==> src/rtl/fir_cs_pkg.sv <==
package fir_cs_pkg;

  // Signed digit (-1, 0, +1) at position pos of the non-adjacent-form
  // recoding of value; evaluated at elaboration only.
  function automatic int naf_digit(input int value, input int pos);
    int v;
    int d;
    v = value;
    d = 0;
    for (int j = 0; j <= pos; j++) begin
      if (v[0]) d = v[1] ? -1 : 1;
      else      d = 0;
      v = (v - d) >>> 1;
    end
    return d;
  endfunction

endpackage

==> src/rtl/fir_cs_cmac.sv <==
// Constant multiply-accumulate in carry-save form:
// (acc_s + acc_c) == (seed_s + seed_c) + COEF * x   (mod 2^W)
module fir_cs_cmac
  import fir_cs_pkg::*;
#(
  parameter int DW   = 8,
  parameter int W    = 19,
  parameter int COEF = 1,
  parameter int NDIG = 9
) (
  input  logic signed [DW-1:0] x,
  input  logic [W-1:0]         seed_s,
  input  logic [W-1:0]         seed_c,
  output logic [W-1:0]         acc_s,
  output logic [W-1:0]         acc_c
);

  logic [W-1:0] xe;
  logic [W-1:0] s_q [NDIG+1];
  logic [W-1:0] c_q [NDIG+1];

  assign xe     = {{(W-DW){x[DW-1]}}, x};
  assign s_q[0] = seed_s;
  assign c_q[0] = seed_c;

  for (genvar i = 0; i < NDIG; i++) begin : g_digit
    localparam int DIG = naf_digit(COEF, i);
    if (DIG == 0) begin : g_skip
      assign s_q[i+1] = s_q[i];
      assign c_q[i+1] = c_q[i];
    end else begin : g_csa
      // a negative digit adds ~term here and its +1 in the free carry LSB
      localparam logic [W-1:0] INJ = (DIG < 0) ? W'(1) : '0;
      logic [W-1:0] term;
      logic [W-1:0] maj;
      assign term     = (DIG > 0) ? (xe << i) : ~(xe << i);
      assign maj      = (s_q[i] & c_q[i]) | (s_q[i] & term) | (c_q[i] & term);
      assign s_q[i+1] = s_q[i] ^ c_q[i] ^ term;
      assign c_q[i+1] = (maj << 1) | INJ;
    end
  end

  assign acc_s = s_q[NDIG];
  assign acc_c = c_q[NDIG];

  always_comb begin
    AST_TAP_CONGRUENT: assert (W'(acc_s + acc_c) == W'(seed_s + seed_c + xe * W'(COEF)));
  end

endmodule

==> src/rtl/fir_cs_merge.sv <==
// Registered vector merging adder: resolves the carry-save pair once.
module fir_cs_merge #(
  parameter int W = 19
) (
  input  logic         clk,
  input  logic         rst,
  input  logic         adv,
  input  logic         pair_vld,
  input  logic [W-1:0] pair_s,
  input  logic [W-1:0] pair_c,
  output logic         res_vld,
  output logic [W-1:0] res
);

  always_ff @(posedge clk) begin
    if (rst) begin
      res_vld <= 1'b0;
      res     <= '0;
    end else if (adv) begin
      res_vld <= pair_vld;
      if (pair_vld) res <= pair_s + pair_c;
    end
  end

endmodule

==> src/rtl/fir_cs_transposed.sv <==
module fir_cs_transposed #(
  parameter int DW   = 8,
  parameter int CW   = 8,
  parameter int TAPS = 6,
  parameter logic signed [CW-1:0] COEF [TAPS] =
    '{8'sd41, -8'sd55, 8'sd79, 8'sd127, -8'sd128, 8'sd3},
  localparam int GW = $clog2(TAPS),
  localparam int W  = DW + CW + GW
) (
  input  logic                 clk,
  input  logic                 rst,
  input  logic                 in_valid,
  output logic                 in_ready,
  input  logic signed [DW-1:0] in_data,
  output logic                 out_valid,
  input  logic                 out_ready,
  output logic signed [W-1:0]  out_data
);

  localparam int NDIG = CW + 1;

  logic adv;
  logic take;

  // carry-save registers between taps: r_*[k] feeds tap k
  logic [W-1:0] r_s [TAPS-1];
  logic [W-1:0] r_c [TAPS-1];
  logic [W-1:0] p_s [TAPS];
  logic [W-1:0] p_c [TAPS];

  logic         v1;
  logic [W-1:0] s1;
  logic [W-1:0] c1;
  logic [W-1:0] merged;

  assign adv      = !(out_valid && !out_ready);
  assign in_ready = adv;
  assign take     = in_valid && adv;

  for (genvar k = 0; k < TAPS; k++) begin : g_tap
    logic [W-1:0] seed_s;
    logic [W-1:0] seed_c;
    if (k == TAPS-1) begin : g_last
      assign seed_s = '0;
      assign seed_c = '0;
    end else begin : g_mid
      assign seed_s = r_s[k];
      assign seed_c = r_c[k];
    end

    fir_cs_cmac #(
      .DW  (DW),
      .W   (W),
      .COEF(int'(COEF[k])),
      .NDIG(NDIG)
    ) u_cmac (
      .x     (in_data),
      .seed_s(seed_s),
      .seed_c(seed_c),
      .acc_s (p_s[k]),
      .acc_c (p_c[k])
    );

    if (k > 0) begin : g_reg
      always_ff @(posedge clk) begin
        if (rst) begin
          r_s[k-1] <= '0;
          r_c[k-1] <= '0;
        end else if (take) begin
          r_s[k-1] <= p_s[k];
          r_c[k-1] <= p_c[k];
        end
      end
    end
  end

  // first output stage keeps the tap-0 result in carry-save form
  always_ff @(posedge clk) begin
    if (rst) begin
      v1 <= 1'b0;
      s1 <= '0;
      c1 <= '0;
    end else if (adv) begin
      v1 <= in_valid;
      if (in_valid) begin
        s1 <= p_s[0];
        c1 <= p_c[0];
      end
    end
  end

  fir_cs_merge #(.W(W)) u_merge (
    .clk     (clk),
    .rst     (rst),
    .adv     (adv),
    .pair_vld(v1),
    .pair_s  (s1),
    .pair_c  (c1),
    .res_vld (out_valid),
    .res     (merged)
  );

  assign out_data = signed'(merged);

  AST_STALL_HOLD: assert property (@(posedge clk) disable iff (rst)
    (out_valid && !out_ready) |=> (out_valid && $stable(out_data)));

  AST_READY_FREE: assert property (@(posedge clk) disable iff (rst)
    !out_valid |-> in_ready);

  AST_VALID_SOURCE: assert property (@(posedge clk) disable iff (rst)
    $rose(out_valid) |-> $past(v1));

  AST_IDLE_FREEZE: assert property (@(posedge clk) disable iff (rst)
    !take |=> ($stable(r_s[0]) && $stable(r_c[0])));

endmodule

==> config.mk <==
export PLATFORM = sky130hd
export DESIGN_NAME = fir_cs_transposed
export DESIGN_NICKNAME = d
export VERILOG_FILES = /design/src/rtl/fir_cs_pkg.sv /design/src/rtl/fir_cs_cmac.sv /design/src/rtl/fir_cs_merge.sv /design/src/rtl/fir_cs_transposed.sv
export SDC_FILE = /design/constraint.sdc
export NUM_CORES = 1
export LEC_CHECK = 0
export BUFFER_PORTS_ARGS = -buffer_cell sky130_fd_sc_hd__buf_2
export CORE_ASPECT_RATIO = 1.1
export CORE_UTILIZATION = 55
export CTS_CLUSTER_DIAMETER = 200
export DETAILED_ROUTE_END_ITERATION = 12
export GPL_ROUTABILITY_DRIVEN = 0
export PLACE_DENSITY = 0.73
export SLEW_MARGIN = 40
export SYNTH_ARGS = -nofsm -noshare
export SYNTH_HDL_FRONTEND = slang
export SYNTH_HIERARCHICAL = 1
export SYNTH_SLANG_ARGS = --single-unit
==> constraint.sdc <==
create_clock -name clk -period 20 [get_ports clk]
set_clock_uncertainty 0.1 [all_clocks]
set_input_delay 2 -clock clk [delete_from_list [all_inputs] [get_ports clk]]
set_output_delay 2 -clock clk [all_outputs]
set_load 0.02 [all_outputs]
# == Yosys cells after proc, flatten, opt, wreduce, memory -nomap -nowiden ==
# Memories as Yosys holds them, arrays and structs flattened.
# Index checks and enable logic that the tools add are counted.
# word_totals
register_bits,58
mem_bits_rw,190
mem_count,2
# memory_table
name,depth,width,rd,rd_clocked_by_memory_dff,wr,line_no,text
r_c,5,19,5,0,5,fir_cs_transposed.sv:27,logic [W-1:0] r_c [TAPS-1];
r_s,5,19,5,0,5,fir_cs_transposed.sv:26,logic [W-1:0] r_s [TAPS-1];
# classes
add_sub_neg,1
muxes,15
bitwise,102
reduce_logical,6
# ops
op,n
$and 18x18->18,37
$xor 19x19->19,25
$or 18x18->18,24
$mux 19,10
$not 19->19,3
$add 19x19->19,1
$or 1x18->18,1
$or 1x1->1,10
$mux 1,5
$reduce_and 2->1,2
$logic_and 1x1->1,2
$logic_not 1->1,2
$not 1->1,2

# == Longest topological paths before layout ==
# Gate-level depths: netlist of the first run.
# logic_depth
depth_word,11
depth_mapped,10
mapped_depth_nobuf,10

# == Modules after synthesis ==
# Netlist of the first run, hierarchy kept.
# modules_own_cells
module,n_inst,cells_per_inst,area_each_um2,seq_area_each_um2
fir_cs_transposed,1,583,8475.6,6486.2
fir_cs_merge,1,201,1609.0,400.4
fir_cs_cmac at g_tap[2].u_cmac,1,149,1382.6,0.0
fir_cs_cmac at g_tap[1].u_cmac,1,148,1372.6,0.0
fir_cs_cmac at g_tap[0].u_cmac,1,147,1360.1,0.0
fir_cs_cmac at g_tap[5].u_cmac,1,114,1151.1,0.0
fir_cs_cmac at g_tap[3].u_cmac,1,118,1029.7,0.0
fir_cs_cmac at g_tap[4].u_cmac,1,93,611.8,0.0

# == Worst setup path after synthesis of the first run ==
# OpenSTA, ideal clock, no wires.
# synth_path
path_type,input port to flip-flop
from,in rst
to,mem r_c[0][0] (enable)
setup_ns,0.584
arrival_time_ns,7.086
path_slack_ns,12.231
cell_stages,3
path_buffers,2
cell_sequence,clkbuf_1 clkbuf_1 nand2b_1
# synth_rtl
item,line_no,text
from (decl),fir_cs_transposed.sv:11,"input logic rst,"
to (decl),fir_cs_transposed.sv:27,

# == Final worst setup path of the first run ==
# layout_path
from,in out_ready
to,out in_ready
# layout_via
elab_chain_len,3
# layout_lines
item,line_no,text
from (decl),fir_cs_transposed.sv:16,"input logic out_ready,"
$logic_not 1->1,fir_cs_transposed.sv:36,assign adv = !(out_valid && !out_ready);
$logic_and 1x1->1,fir_cs_transposed.sv:36,
$logic_not 1->1,fir_cs_transposed.sv:36,
to (decl),fir_cs_transposed.sv:13,"output logic in_ready,"
# No other way between the ends.

==> results of run 1 <==
[flip-flops by register name, indices dropped and copies added (netlist names)]
register,cells
s1,19
u_merge/res,19
c1,19
r_c,95
v1,1
r_s,95
u_merge/res_vld,1
[per-stage QoR]
step / setup slack [ps] / utilization
final: 14710 / 0.606
after global routing: 14630 / 0.606
after CTS: 14700 / 0.606
after detailed placement: 14510 / 0.579
after global placement: 14530 / 0.579
after floorplan: 12230 / -
[layout make-up]
cell class,count,area share
well taps,414,0.0281
clock inverters,15,0.00610
clock buffers,35,0.0382
multi-input cells,933,0.467
repair buffers,41,0.0136
flip-flops and latches,249,0.373
inverters,364,0.0741
[kinds of logic (layout without fill, tap and decap cells)]
family	after synthesis	in the layout
and+or+nand+nor	320	320
muxes	31	31
DFF	249	249
other	7	65
adders and majority gates	245	245
xor gates and xnor gates	101	101
AOI/OAI and AO/OA	171	171
buffers and inverters	429	455
[power groups by stage]
stage	Combinational (W)	Clock (W)	Sequential [W]
floorplan	0.000419	0	0.000680
global placement	0.000485	0	0.000674
detailed placement	0.000514	0	0.000678
CTS	0.000519	0.000473	0.000667
global route	0.000603	0.000495	0.000674
finish	0.000512	0.000462	0.000666
[cells in the mapped netlist (4+ instances only)]
cell type  count  share of area
a211oi_1       4         0.0018
a21o_1         5         0.0022
a21oi_1       71          0.021
a31oi_1        6         0.0022
and2_1       194          0.071
buf_4         12         0.0053
buf_6          5         0.0033
clkbuf_1      33         0.0073
clkbuf_2      11         0.0032
conb_1         7         0.0015
dfxtp_1       59          0.070
edfxtp_1     190           0.34
fa_1         158           0.19
ha_1          87          0.064
inv_1        361          0.080
mux2_2         5         0.0033
mux2_4         8         0.0071
mux2i_1       17          0.010
nand2_1       40         0.0088
nand3_1       47          0.014
nand4_1        4         0.0015
nor2_1        17         0.0038
nor3_1         4         0.0012
o21ai_0       60          0.018
xnor2_1       76          0.039
xor2_1        20          0.010
xor2_2         4         0.0038
[how the worst min path moves through the flow]
stage	start	to	slack (ps)	depth (start not counted)
4_1_cts	u_merge/res[4]	u_merge/res[4]	350	2
5_1_grt	u_merge/res[4]	u_merge/res[4]	360	2
3_3_place_gp	u_merge/res[11]	u_merge/res[11]	330	2
6_report	u_merge/res[4]	u_merge/res[4]	350	2
3_5_place_dp	u_merge/res[3]	u_merge/res[3]	340	2
2_1_floorplan	v1	v1	340	2
[routing by layer]
layer,share of wire,GRT usage,vias to the layer above
li1,-,-,4877
met1,0.41,0.196,4605
met2,0.54,0.311,120
met3,0.030,0.0229,43
met4,0.020,0.0468,0
met5,0,0,-
[critical path, cell delays in order]
cell	delay [ps]
buf_2	70
and2b_1	160
buf_4	240
inv_1	90
buf_4	370
buf_2	240
==> impl_metrics.json, run 1 <==
{
  "r2r-start": "u_merge/res_vld",
  "yosys.area_share.xor_xnor": 0.0546,
  "routed_wl_um": 24400,
  "combPwrFrac": 0.312,
  "grt_max_degree": 153,
  "final_area_um2": 18500,
  "syn_to_final_growth_pct": 8.58,
  "initial_core_util": 0.558,
  "final_cell_mix": "361 x inv_1, 194 x and2_1, 190 x edfxtp_1, 158 x fa_1, 87 x ha_1",
  "drcViolationCount": 0,
  "synth_cell_types": 60,
  "swShare": 0.310,
  "ctsHoldBuffers": 0,
  "cts_tree": "yes",
  "cts.sinks": 249,
  "root_buffer": "clkbuf_16",
  "cts_buffers": 27,
  "critPathCapture": "in_ready",
  "synth_edf_count": 190,
  "wl_per_cell_um": 11.9,
  "drt_iter0_drc": 364,
  "finalHoldWorstSlack_ps": 346,
  "grt_util_all_layers": 0.166,
  "worst_ep_arrival_time_ps": 3190,
  "antenna_found_initial": 0,
  "drive_above_1_share": 0.0709,
  "yosysWarningCount": 6,
  "setup_viol": 0,
  "ff2ff_path_depth": 7,
  "max-slew-margin-rel": 0.498,
  "post_cts_buffers": 0,
  "clock_latency_ps": 540,
  "stdcell_count": 2051,
  "ys_async_sr_fraction": 0,
  "p_total_w": 0.00164,
  "p_per_area_nw_per_um2": 88.9,
  "switching_power_w": 0.000508,
  "cts_max_level": 1,
  "crit_type": "in2out",
  "min_period_over_period": 0.264,
  "fin_crit_ps": 5290,
  "port_buffers": 32,
  "fillers": 2499,
  "cap_violations": 0,
  "place_inst": 2001,
  "vias": 9645,
  "synth.mux.area_fraction": 0.0211,
  "ys_seq_area_frac": 0.405,
  "cts_max_path_buffers": 3,
  "synthSimpleGateAreaFrac": 0.107,
  "seqCellArea_um2": 6890,
  "synthCells": 1553,
  "required_ps": 17900,
  "floorplan.core_area_um2": 30400,
  "synth-main-ff-cell": "edfxtp_1",
  "p_seq_frac": 0.406,
  "dpl_cell_area_um2": 17600,
  "antenna_left": 0,
  "tns_ps": 0,
  "p_int_w": 0.00113,
  "finalHoldViolCount": 0,
  "boundaryPins": 33,
  "rows": 67,
  "slew_viol_final": 0,
  "reg2reg_to": "r_s[3][18]",
  "mostFrequentLayoutCell": "inv_1",
  "dp_hpwl_um": 16900,
  "detail_route.vias_per_cell": 4.70,
  "status": "finished clean",
  "clkPwrFrac": 0.281,
  "grt_pass1_wl_um": 43500,
  "fmax_mhz": 189,
  "synth-compound-area-share": 0.0591,
  "rsz0062_at_grt": "no",
  "cp_max_fo": 43,
  "reg2reg_slack_ps": 17080,
  "leakagePower_nw": 8.41,
  "design.die.area_um2": 31600,
  "die_w_um": 170,
  "postSynthAreaPerCell_um2": 10.9,
  "overflow": 0,
  "synth_top_family_by_area": "adder cells",
  "ir_drop_v": 0.0000598,
  "grt_pass1_vias": 9827,
  "path_clk_slew_ps": 60,
  "endpoint_kind": "output port",
  "ys_seq_elements": 249,
  "nets": 1873,
  "multi_input_area_um2": 8610,
  "synthAdderAreaFrac": 0.250,
  "worstMarginPinSlew_ps": 753,
  "cts_resized": 0,
  "hold_class": "reg2reg",
  "startpoint_type": "input port",
  "syn-cell-area_um2": 17000,
  "crit_start": "out_ready",
  "die_y_um": 186,
  "dr.pass1.iters": 4,
  "antenna_cells": 0
}
No activity file was read; power rests on OpenSTA's default activity.
==> inputs of run 2 (changes only) <==
==> constraint.sdc (replaced) <==
create_clock -name clk -period 5.45 [get_ports clk]
set_clock_uncertainty 0.1 [all_clocks]
set_input_delay 0.545 -clock clk [delete_from_list [all_inputs] [get_ports clk]]
set_output_delay 0.545 -clock clk [all_outputs]
set_load 0.02 [all_outputs]
==> run 2 against run 1 <==
Net effect:
- worst hold slack lost 44 ps
- cell count increased by 0.29%
- total power rose to 3.9 times the previous value
- register-to-register slack got worse by 14000 ps
- combinational power rose to 3.7 times the previous value
- count of clock-buffer cells in the layout fell by 3
- global-route usage shrank 0.11 points
- critical endpoint is now r_s[0][12]
- largest cell class unchanged
- largest power group unchanged
- highest routed layer unchanged
==> impl_metrics.json, run 2 (same netlist as run 1, synthesis figures left out) <==
{
  "status": "finished clean",
  "floorplan.core_area_um2": 30400,
  "endpoint_kind": "register",
  "critPathSlowestCell": "fa_1",
  "max-slew-margin-rel": 0.564,
  "min_period_over_period": 0.540,
  "antenna_left": 0,
  "vias": 9618,
  "dp_hpwl_um": 17200,
  "grt_pass1_wl_um": 42900,
  "cp_max_fo": 38,
  "port_buffers": 32,
  "rows": 67,
  "detail_route.vias_per_cell": 4.68,
  "finalHoldViolCount": 0,
  "cp_cell_sequence": "buf_4 > buf_4 > inv_2 > fa_1 > xnor2_1 > xnor2_1 > fa_1 > and2_1",
  "wl_per_cell_um": 11.8,
  "path_clk_slew_ps": 60,
  "p_per_area_nw_per_um2": 345,
  "nets": 1878,
  "worst_ep_arrival_time_ps": 3130,
  "drcViolationCount": 0,
  "initial_core_util": 0.558,
  "leakagePower_nw": 8.57,
  "cts_max_path_buffers": 3,
  "setup_slack_ps": 2510,
  "ctsHoldBuffers": 0,
  "rsz0062_at_grt": "no",
  "swShare": 0.289,
  "dr.pass1.iters": 5,
  "die_y_um": 186,
  "hold_class": "in2reg",
  "required_ps": 5640,
  "final_cell_mix": "361 x inv_1, 194 x and2_1, 190 x edfxtp_1, 158 x fa_1, 87 x ha_1",
  "fin_crit_ps": 2940,
  "antenna_cells": 0,
  "clkPwrFrac": 0.331,
  "tns_ps": 0,
  "overflow": 0,
  "p_int_w": 0.00460,
  "stdcell_count": 2057,
  "cts_buffers": 28,
  "ir_drop_v": 0.000227,
  "p_total_w": 0.00648,
  "grt_max_degree": 114,
  "cap_violations": 0,
  "startpoint_type": "input port",
  "ff2ff_path_depth": 8,
  "post_cts_buffers": 0,
  "dp_slack_ps": 1960,
  "antenna_found_initial": 0,
  "critPathMaxStageDelay_ps": 620,
  "design.die.area_um2": 31600,
  "combPwrFrac": 0.292,
  "setup_viol": 0,
  "crit_type": "in2reg",
  "critPathCapture": "r_s[0][12]",
  "die_w_um": 170,
  "reg_top3": "r_c: 95 flops, r_s: 95 flops",
  "drt_iter0_drc": 405,
  "syn_to_final_growth_pct": 10.5,
  "place_inst": 2005,
  "slew_viol_final": 0,
  "finalHoldWorstSlack_ps": 303,
  "routed_wl_um": 24300,
  "r2r-start": "u_merge/res_vld",
  "cts_max_level": 1,
  "crit_start": "in_data[7]",
  "reg2reg_slack_ps": 2890,
  "cts_resized": 0,
  "drive_above_1_share": 0.0773,
  "grt_pass1_vias": 9919,
  "root_buffer": "clkbuf_16",
  "p_seq_frac": 0.377,
  "cts.sinks": 249,
  "switching_power_w": 0.00187,
  "grt_util_all_layers": 0.165,
  "boundaryPins": 33,
  "fmax_mhz": 340,
  "reg2reg_to": "u_merge/res[17]",
  "cts_tree": "yes",
  "mostFrequentLayoutCell": "inv_1",
  "worstMarginPinSlew_ps": 653,
  "clock_latency_ps": 540
}
==> run 2: cell count changes in the layout (fill, tap and decap cells not counted) <==
| cell | previous run | this run |
|---|---|---|
| buf_12 | 0 | 4 |
| buf_4 | 6 | 8 |
| bufinv_16 | 1 | 9 |
| clkbuf_1 | 8 | 2 |
| clkbuf_16 | 27 | 29 |
| clkbuf_8 | 2 | 1 |
| clkinv_1 | 2 | 3 |
| clkinv_2 | 7 | 3 |
| clkinv_4 | 1 | 2 |
| clkinvlp_2 | 0 | 2 |
| clkinvlp_4 | 3 | 1 |
| inv_6 | 1 | 0 |
==> run 2: worst min path at each step <==
stage	slack (ps)	to	startpoint	depth (start not counted)
4_1_cts	280	s1[3]	in_valid	3
2_1_floorplan	340	v1	v1	2
3_5_place_dp	340	u_merge/res[3]	u_merge/res[3]	2
5_1_grt	300	s1[3]	in_valid	3
3_3_place_gp	330	u_merge/res[11]	u_merge/res[11]	2
6_report	300	s1[2]	in_valid	3
==> run 2: stage by stage <==
step                      utilization  area, um2
after detailed placement        0.582      17700
after CTS                       0.617      18800
after floorplan                     -      17200
after global placement          0.580      17600
after global routing            0.617      18800
final                           0.617      18800
==> run 2: area by class of cell <==
type / instances / area [um2]
Clock buffer: 32 / 747
Inverter: 364 / 1370
Sequential cell: 249 / 6890
Timing Repair Buffer: 45 / 318
Tap cell: 414 / 518
Clock inverter: 20 / 332
Fill cell: 2398 / 11700
Multi-Input combinational cell: 933 / 8610
==> run 2: worst max-delay path, delay by kind of cell <==
kind | cells | cell delay (ps)
adders and majority gates | 2 | 1050
and+or+nand+nor | 1 | 140
xor gates and xnor gates | 2 | 310
buffers and inverters | 3 | 1050
==> run 2: power by group through the flow <==
stage	Sequential, W	Clock, W	Combinational, W
finish	0.00244	0.00214	0.00189
global route	0.00247	0.00228	0.00222
CTS	0.00244	0.00220	0.00192
detailed placement	0.00248	0	0.00189
global placement	0.00247	0	0.00178
floorplan	0.00249	0	0.00154
==> run 2: per-layer routing <==
metal / routed length (um) / vias up / GRT usage
li1: - / 4886 / -
met1: 10100 / 4575 / 0.185
met2: 13100 / 120 / 0.316
met3: 720 / 37 / 0.0259
met4: 512 / 0 / 0.0475
met5: 0 / - / 0
